`config.mk`:
```
export PLATFORM = sky130hd
export DESIGN_NAME = fbscan_mono
export DESIGN_NICKNAME = d
export VERILOG_FILES = /design/src/rtl/fbscan_pkg.sv /design/src/rtl/fbscan_addr.sv /design/src/rtl/fbscan_region.sv /design/src/rtl/fbscan_pick.sv /design/src/rtl/fbscan_mono.sv
export SDC_FILE = /design/constraint.sdc
export NUM_CORES = 1
export LEC_CHECK = 0
export BUFFER_PORTS_ARGS = -buffer_cell sky130_fd_sc_hd__buf_4
export CAP_MARGIN = 20
export CORE_ASPECT_RATIO = 1.2
export CORE_MARGIN = 3
export CORE_UTILIZATION = 30
export DETAILED_ROUTE_END_ITERATION = 10
export PLACE_DENSITY = 0.82
export SYNTH_ARGS = -nofsm -noshare
export SYNTH_HDL_FRONTEND = slang
export SYNTH_HIERARCHICAL = 1
export SYNTH_SLANG_ARGS = --single-unit
```
`constraint.sdc`:
```
create_clock -name vclk -period 4.16
set_clock_uncertainty 0.2 [all_clocks]
set_input_delay 0.624 -clock vclk [all_inputs]
set_output_delay 0.624 -clock vclk [all_outputs]
set_load 0.02 [all_outputs]
```
`src/rtl/fbscan_pkg.sv`:
```
package fbscan_pkg;

    // Where the current counters fall relative to the framebuffer area.
    typedef enum logic [1:0] {
        SCAN_PIXEL  = 2'd0,
        SCAN_HBLANK = 2'd1,
        SCAN_VBLANK = 2'd2
    } scan_region_e;

endpackage

```
`src/rtl/fbscan_addr.sv`:
```
module fbscan_addr #(
    parameter int XW     = 11,
    parameter int YW     = 10,
    parameter int ADDR_W = 13,
    parameter int ROW_SH = 5,
    parameter int COL_SH = 4
) (
    input  logic [XW-1:0]     h_pos,
    input  logic [YW-1:0]     v_pos,
    output logic [ADDR_W-1:0] word_addr
);

    logic [ADDR_W-1:0] row_base;
    logic [ADDR_W-1:0] col_word;

    // Row base: each framebuffer row spans 2**ROW_SH words.
    always_comb begin
        row_base = ADDR_W'(v_pos) << ROW_SH;
    end

    // Column word: every 2**COL_SH columns share one word.
    always_comb begin
        col_word = ADDR_W'(h_pos >> COL_SH);
    end

    always_comb begin
        word_addr = row_base + col_word;
    end

endmodule

```
`src/rtl/fbscan_region.sv`:
```
module fbscan_region
    import fbscan_pkg::*;
#(
    parameter int XW   = 11,
    parameter int YW   = 10,
    parameter int FB_W = 512,
    parameter int FB_H = 256
) (
    input  logic [XW-1:0] h_pos,
    input  logic [YW-1:0] v_pos,
    output scan_region_e  region
);

    logic row_out;
    logic col_out;

    always_comb begin
        row_out = (32'(v_pos) >= FB_H);
        col_out = (32'(h_pos) >= FB_W);
    end

    // Row overflow outranks column overflow.
    always_comb begin
        if (row_out) begin
            region = SCAN_VBLANK;
        end else if (col_out) begin
            region = SCAN_HBLANK;
        end else begin
            region = SCAN_PIXEL;
        end
    end

endmodule

```
`src/rtl/fbscan_pick.sv`:
```
module fbscan_pick
    import fbscan_pkg::*;
#(
    parameter int WORD_W = 16,
    parameter int COL_SH = 4,
    parameter int RGB_W  = 24
) (
    input  scan_region_e      region,
    input  logic [COL_SH-1:0] col_lo,
    input  logic [WORD_W-1:0] word,
    output logic [RGB_W-1:0]  rgb
);

    logic [COL_SH-1:0] bit_idx;
    logic              pix_on;

    // The word on the bus was requested one column earlier, so the
    // index steps back by one (wrapping 0 -> WORD_W-1).
    always_comb begin
        bit_idx = col_lo - 1'b1;
        pix_on  = word[bit_idx];
    end

    always_comb begin
        unique case (region)
            SCAN_PIXEL:  rgb = pix_on ? {RGB_W{1'b1}} : '0;
            SCAN_HBLANK: rgb = '0;
            SCAN_VBLANK: rgb = '0;
            default:     rgb = '0;
        endcase
    end

endmodule

```
`src/rtl/fbscan_mono.sv`:
```
module fbscan_mono
    import fbscan_pkg::*;
#(
    parameter int FB_W   = 512,
    parameter int FB_H   = 256,
    parameter int WORD_W = 16,
    parameter int XW     = 11,
    parameter int YW     = 10,
    parameter int RGB_W  = 24,
    localparam int WORDS_PER_ROW = FB_W / WORD_W,
    localparam int ROW_SH        = $clog2(WORDS_PER_ROW),
    localparam int COL_SH        = $clog2(WORD_W),
    localparam int ADDR_W        = $clog2(FB_W * FB_H / WORD_W)
) (
    input  logic              clk,
    input  logic              rst_n,
    input  logic [XW-1:0]     h_pos,
    input  logic [YW-1:0]     v_pos,
    output logic [ADDR_W-1:0] mem_addr,
    input  logic [WORD_W-1:0] mem_data,
    output logic [RGB_W-1:0]  rgb
);

    scan_region_e region;

    fbscan_addr #(
        .XW(XW), .YW(YW), .ADDR_W(ADDR_W), .ROW_SH(ROW_SH), .COL_SH(COL_SH)
    ) u_addr (
        .h_pos(h_pos),
        .v_pos(v_pos),
        .word_addr(mem_addr)
    );

    fbscan_region #(
        .XW(XW), .YW(YW), .FB_W(FB_W), .FB_H(FB_H)
    ) u_region (
        .h_pos(h_pos),
        .v_pos(v_pos),
        .region(region)
    );

    fbscan_pick #(
        .WORD_W(WORD_W), .COL_SH(COL_SH), .RGB_W(RGB_W)
    ) u_pick (
        .region(region),
        .col_lo(h_pos[COL_SH-1:0]),
        .word(mem_data),
        .rgb(rgb)
    );


    blank_black_chk: assert property (@(posedge clk) disable iff (!rst_n)
        (region != SCAN_PIXEL) |-> (rgb == '0));


    two_level_chk: assert property (@(posedge clk) disable iff (!rst_n)
        (rgb == '0) || (rgb == {RGB_W{1'b1}}));


    addr_hold_chk: assert property (@(posedge clk) disable iff (!rst_n)
        ((h_pos[COL_SH-1:0] != '0) && (h_pos == $past(h_pos) + 1'b1)
         && (v_pos == $past(v_pos))) |-> $stable(mem_addr));


    latency_align_chk: assert property (@(posedge clk) disable iff (!rst_n)
        ((region == SCAN_PIXEL) && (h_pos == $past(h_pos) + 1'b1))
        |-> (rgb[0] == mem_data[$past(h_pos[COL_SH-1:0])]));


    row_field_chk: assert property (@(posedge clk) disable iff (!rst_n)
        (region == SCAN_PIXEL)
        |-> (mem_addr[ADDR_W-1:ROW_SH] == v_pos[ADDR_W-ROW_SH-1:0]));

endmodule

```
==> qor.yml, run 1 <==
wl_mm: 1.454
final_net_count: 146
post-route-period-util_pct: 79.06
synth.area.top_cells: "buf_4, mux4_2, xnor2_1"
crit_required_ps: 3340
clkbuf_count: 0
die_area_mm2: 0.002430
setup_violations: 0
rsz0062_at_grt: "no"
power_density_mw_per_mm2: 158.4
seq_area_um2: 0
hold_buffers: 0
status: "finished, final reports clean"
yosysTopAreaCellShare_pct: 38.75
netlist_area_um2: 561.8
slew_headroom_pct: 78.69
cts_resized: 0
finalHoldViolCount: 0
hold_slack_ps: 1048
layout_common_cells: "buf_4, inv_1, xnor2_1"
setup_tns_ps: 0
postRouteAntennaNets: 0
route.vias.total: 556
dpl.cell_count: 118
cp_data_arrival_time_ps: 2460
drive_gt1_share_pct: 72.28
final_common_cell: "buf_4"
switching_power_uw: 64.67
die_height_um: 53.41
synth_nets: 109
critPathLaunchType: "primary input"
power_leakage_uw: 0.0004776
grt_pass1_wl_mm: 2.145
overflow: 0
viasPerCell: 4.672
peakVddDrop_mv: 0.06434
area_delta_synth_final_pct: 52.78
drtIter0Drc: 6
yosysSeqAreaShare_pct: 0
initial_core_util_pct: 33.01
max_clock_freq_ghz: 0.3041
utilization_pct: 50.44
grt_max_degree: 25
worstPathMaxFanout: 20
grt_pass1_vias: 525
wire_per_inst_um: 12.22
p_clk_share_pct: 0
fin_cells: 119
maxSlewViolCount: 0
coreArea_mm2: 0.001702
cp-end-kind: "output port"
crit_type: "primary input to output port"
intPower_uw: 71.30
io_buffers: 64
ios: 76
yosys_warnings: 6
sequential_cell_total: 0
combPwrFrac_pct: 100.0
first_pass_iters: 2
chipWidth_um: 45.51
drc: 0
drv_cap: 0
track_usage_pct: 11.31
period_minus_slack_ps: 3289
cp-startpoint: "h_pos[0]"
hold_path.class: "primary input to output port"
switching_share_pct: 47.56
dp_hpwl_mm: 1.380
syn_area_per_cell_um2: 8.512
gp_congestion: 0.6523
syn_inst: 66
fin_ws_ps: 871.1
min-delay-start: "h_pos[4]"
synthDistinctLibCells: 18
antenna_found_initial: 0
rows: 16
n_antenna_cell: 0
post_cts_buffers: 0
synth_largest_area_cell: "buf_4"
worst_pin_slew_ps: 318.3
pre_cts_ws_ps: 457.1
pwr-share-seq_pct: 0
==> critical path, cell delays in order <==
cell and delay, ps:
buf_4 130, inv_1 50, ha_1 350, mux4_2 310, mux4_2 470, nor3b_2 200
buf_6 160, buf_4 160
==> power groups by stage <==
stage | logic [uW] | registers [uW] | clock network (uW)
floorplan | 99.3 | 0 | 0
global placement | 134 | 0 | 0
detailed placement | 137 | 0 | 0
CTS | 137 | 0 | 0
global route | 146 | 0 | 0
finish | 136 | 0 | 0
==> synth_stat cells, drive strengths merged <==
master,count
fa,1
nor2,2
xor2,2
buf,30
a21o,1
nor3b,1
ha,3
nand4,2
nor3,1
and2b,1
xnor2,6
inv,6
nand2,3
or2,1
and3,1
mux4,5
==> kinds of logic (layout without fill, tap and decap cells) <==
group	after synthesis	after routing	synth area share, %
buffers and inverters	36	71	43.65
AND/OR/NAND/NOR	12	12	12.25
XOR/XNOR	8	8	12.47
multiplexers	5	5	20.04
adder cells (fa/ha/maj)	4	4	10.25
AO/OA/AOI/OAI	1	1	1.337
==> per-layer routing <==
layer / vias up / GRT usage (%) / part of all wire (%)
met5: - / 0 / 0
met2: 44 / 25.12 / 57
met3: 2 / 1.020 / 16
met1: 251 / 10.51 / 25
li1: 259 / - / -
met4: 0 / 0.9756 / 1.2
==> through the flow <==
step / cell area [um^2] / total power (uW)
2_1_floorplan: 566.8 / 99.34
3_3_place_gp: 847.1 / 133.6
3_5_place_dp: 847.1 / 136.8
4_1_cts: 847.1 / 137.1
5_1_grt: 858.3 / 146.4
6_report: 858.3 / 136.0
==> final timing paths <==
path              slack (ps)           to  cells past startpoint
setup / recovery         870       rgb[4]                      8
hold / removal          1050  mem_addr[0]                      0
==> final cells by class <==
| cell class | instances | area [um^2] |
|---|---|---|
| tap | 18 | 22.52 |
| multi-input combinational | 30 | 321.6 |
| fill | 163 | 843.3 |
| inverter | 6 | 22.52 |
| timing repair buffer | 65 | 491.7 |
Power figures use the tool's default switching activity.
==> run 2: changes to the inputs <==
Clock period 4.16 ns to 2.73 ns, I/O delays scaled along.
==> qor.yml, run 2 (same netlist as run 1, synthesis figures left out) <==
status: "finished, final reports clean"
worst_pin_slew_ps: 435.6  # +117.3 ps
peakVddDrop_mv: 0.1019  # +58%
fin_ws_ps: 86.37  # -784.8 ps
clkbuf_count: 0  # unchanged
cp_slowest_stage_delay_ps: 500  # +30 ps
dp_hpwl_mm: 1.422  # +3.1%
antenna_found_initial: 0  # unchanged
layout_common_cells: "buf_4, xnor2_1, inv_1, mux4_2, nand2_1"
finalHoldViolCount: 0  # unchanged
max_clock_freq_ghz: 0.3783
maxSlewViolCount: 0  # unchanged
initial_core_util_pct: 33.01  # unchanged
io_buffers: 64  # unchanged
critPathLaunchType: "primary input"
rsz0062_at_grt: "yes"
wl_mm: 1.602  # +10%
slew_headroom_pct: 70.93  # -7.8 points
sequential_cell_total: 0  # unchanged
path_cells: "buf_4 > buf_4 > mux4_2 > mux4_2 > nor3b_4 > buf_4"
path_delay_family: "multiplexers"
crit_required_ps: 2120  # -1220 ps
final_common_cell: "buf_4"
fin_cells: 121  # +1.7%
area_delta_synth_final_pct: 60.58
grt_pass1_wl_mm: 2.373  # +11%
post_cts_buffers: 0  # unchanged
route.vias.total: 576  # +3.6%
gp_congestion: 0.6714  # +2.9%
overflow: 0  # unchanged
fillers: 171  # +4.9%
power_leakage_uw: 0.0004871  # +2.0%
drtIter0Drc: 4  # -2
power_density_mw_per_mm2: 243.8  # +54%
crit_top_cell: "buf_4"
stdcell_area_um2: 902.1  # +5.1%
hold_path.class: "primary input to output port"
utilization_pct: 53.01  # +2.6 points
die_area_mm2: 0.002430  # unchanged
dpl.cell_count: 120  # +1.7%
grt_pass1_vias: 553  # +5.3%
setup_tns_ps: 0  # unchanged
track_usage_pct: 13.02  # +1.7 points
seq_area_um2: 0  # unchanged
pre_cts_ws_ps: -78.56  # -535.6 ps
grt_max_degree: 13  # -48%
cp_data_arrival_time_ps: 2030  # -430 ps
cp-end-kind: "output port"
place_area_um2: 883.3  # +4.3%
die_height_um: 53.41  # unchanged
post-route-period-util_pct: 96.84
ios: 76  # unchanged
final_net_count: 148  # +1.4%
worstPathMaxFanout: 12  # -40%
slowest_stage: "mux4_2"
wire_per_inst_um: 13.24  # +8.4%
hold_buffers: 0  # unchanged
viasPerCell: 4.760  # +1.9%
n_antenna_cell: 0  # unchanged
setup_violations: 0  # unchanged
drc: 0  # unchanged
drv_cap: 0  # unchanged
crit_type: "primary input to output port"
rows: 16  # unchanged
period_minus_slack_ps: 2644
first_pass_iters: 4  # +2
worst-path-buf-inv: 3  # -1
coreArea_mm2: 0.001702  # unchanged
drive_gt1_share_pct: 74.76  # +2.5 points
chipWidth_um: 45.51  # unchanged
postRouteAntennaNets: 0  # unchanged
[run 2: repair_timing]
action,in CTS,in global routing
pin swaps,0,0
endpoints found under the setup margin,24,12
gates resized for setup,0,1
gates cloned,1,0
[run 2: stage by stage]
stage               power (uW)  hold slack, ps
floorplan                159.0           731.6
global placement         211.2           619.3
detailed placement       215.9           619.3
CTS                      220.7           619.3
global route             236.2           619.0
finish                   219.9           619.1
[run 2: routing by layer]
layer,global-route usage (%),share of wire (%)
met4,0.9756,0.94
met3,2.381,18
met5,0,0
met2,28.37,56
met1,11.92,25
[run 2: worst paths after layout]
kind	start	end	depth (start not counted)
max	h_pos[0]	rgb[1]	6
min	h_pos[4]	mem_addr[0]	0
[run 2: layout make-up]
type                       count  area (um^2)  area share [%]
inverter                       6        25.02           2.774
multi-input combinational     31        359.1           39.81
tap                           18        22.52           2.497
timing repair buffer          66        495.5           54.92
[run 2: report_power, final]
part | switching [uW] | internal, uW | total (uW) | leakage, uW
combinational | 104 | 116 | 220 | 0.000487
clock | 0 | 0 | 0 | 0
sequential | 0 | 0 | 0 | 0
==> run 3: changes to the inputs <==
Settings changed: MAX_ROUTING_LAYER set to met4.
==> qor.yml, run 3 (same netlist as run 1, synthesis figures left out) <==
seq_area_um2: 0  # unchanged
fin_cells: 121  # unchanged
first_pass_iters: 4  # unchanged
grt_pass1_wl_mm: 2.401  # +1.2%
initial_core_util_pct: 33.01  # unchanged
drv_cap: 0  # unchanged
antenna_found_initial: 0  # unchanged
wire_per_inst_um: 13.38  # +1.1%
route.vias.total: 574  # -0.35%
chipWidth_um: 45.51  # unchanged
drc: 0  # unchanged
post-route-period-util_pct: 96.88  # about the same
setup_violations: 0  # unchanged
hold_slack_ps: 619.1  # unchanged
gp_congestion: 0.6780  # +0.98%
die_height_um: 53.41  # unchanged
sequential_cell_total: 0  # unchanged
postRouteAntennaNets: 0  # unchanged
ios: 76  # unchanged
crit_required_ps: 2120  # about the same
finalHoldViolCount: 0  # unchanged
rsz0062_at_grt: "yes"
power.total_uw: 220.1  # about the same
slew_headroom_pct: 70.93  # unchanged
status: "finished, final reports clean"
rows: 16  # unchanged
cp_data_arrival_time_ps: 2040  # about the same
wl_mm: 1.619  # +1.1%
dp_hpwl_mm: 1.422  # unchanged
clkbuf_count: 0  # unchanged
critPathLaunchType: "primary input"
viasPerCell: 4.744  # -0.35%
final_common_cell: "buf_4"
grt_pass1_vias: 548  # -0.90%
drive_gt1_share_pct: 74.76  # unchanged
max_clock_freq_ghz: 0.3781  # about the same
track_usage_pct: 13.48  # +0.46 points
place_area_um2: 883.3  # unchanged
layout_common_cells: "buf_4, xnor2_1, inv_1, mux4_2, nand2_1"
die_area_mm2: 0.002430  # unchanged
period_minus_slack_ps: 2645  # +1.171 ps
worstPathMaxFanout: 12  # unchanged
io_buffers: 64  # unchanged
final_net_count: 148  # unchanged
maxSlewViolCount: 0  # unchanged
crit_type: "primary input to output port"
cp-end-kind: "output port"
coreArea_mm2: 0.001702  # unchanged
hold_path.class: "primary input to output port"
dpl.cell_count: 120  # unchanged
grt_max_degree: 13  # unchanged
worst_pin_slew_ps: 435.6  # unchanged
power_density_mw_per_mm2: 243.9  # about the same
peakVddDrop_mv: 0.1019  # about the same
overflow: 0  # unchanged
stdcell_area_um2: 902.1  # unchanged
setup_tns_ps: 0  # unchanged
power_leakage_uw: 0.0004871  # unchanged
n_antenna_cell: 0  # unchanged
area_delta_synth_final_pct: 60.58  # unchanged
drtIter0Drc: 4  # unchanged
==> run 3: cell counts in the layout (fill, tap and decap cells not counted) <==
No cell type changed its count.
==> run 3: per-layer routing <==
layer | vias up | GRT usage, % | wire length, um
li1 | 264 | - | -
met1 | 255 | 12.93 | 432
met2 | 55 | 28.84 | 921
met3 | 0 | 1.361 | 265
met4 | 0 | 0 | 0
met5 | - | - | 0
==> run 3: layout make-up <==
| type | count | area, um^2 |
|---|---|---|
| repair buffers | 66 | 495.5 |
| inverters | 6 | 25.02 |
| multi-input cells | 31 | 359.1 |
| fillers | 171 | 799.5 |
| well taps | 18 | 22.52 |
==> run 3: where the power goes <==
part / internal, uW / switching, uW
Sequential: 0 / 0
Clock: 0 / 0
Combinational: 116 / 104
Total: 116 / 104
==> run 3: per-stage QoR <==
stage / setup WS (ps) / util (%)
after global routing: -2.319 / 53.01
after floorplan: -57.32 / -
final: 85.20 / 53.01
after global placement: -28.88 / 51.91
after detailed placement: -78.56 / 51.91
after CTS: 30.13 / 52.65
==> run 3: critical path, cell delays in order <==
cell and delay, ps:
buf_4 110, buf_4 140, mux4_2 490, mux4_2 500, nor3b_4 210, buf_4 170
==> run 3: path summary, 6_finish.rpt <==
path / from / end / slack, ps / cells after the start
hold / removal: h_pos[4] / mem_addr[0] / 620 / 0
setup / recovery: h_pos[0] / rgb[1] / 90 / 6
==> run 3: timing repair <==
item | CTS | global route
buffers inserted | 0 | 0
endpoints found under the setup margin | 24 | 12
hold buffers | 0 | 0
gates cloned | 1 | 0
resized for setup | 0 | 1
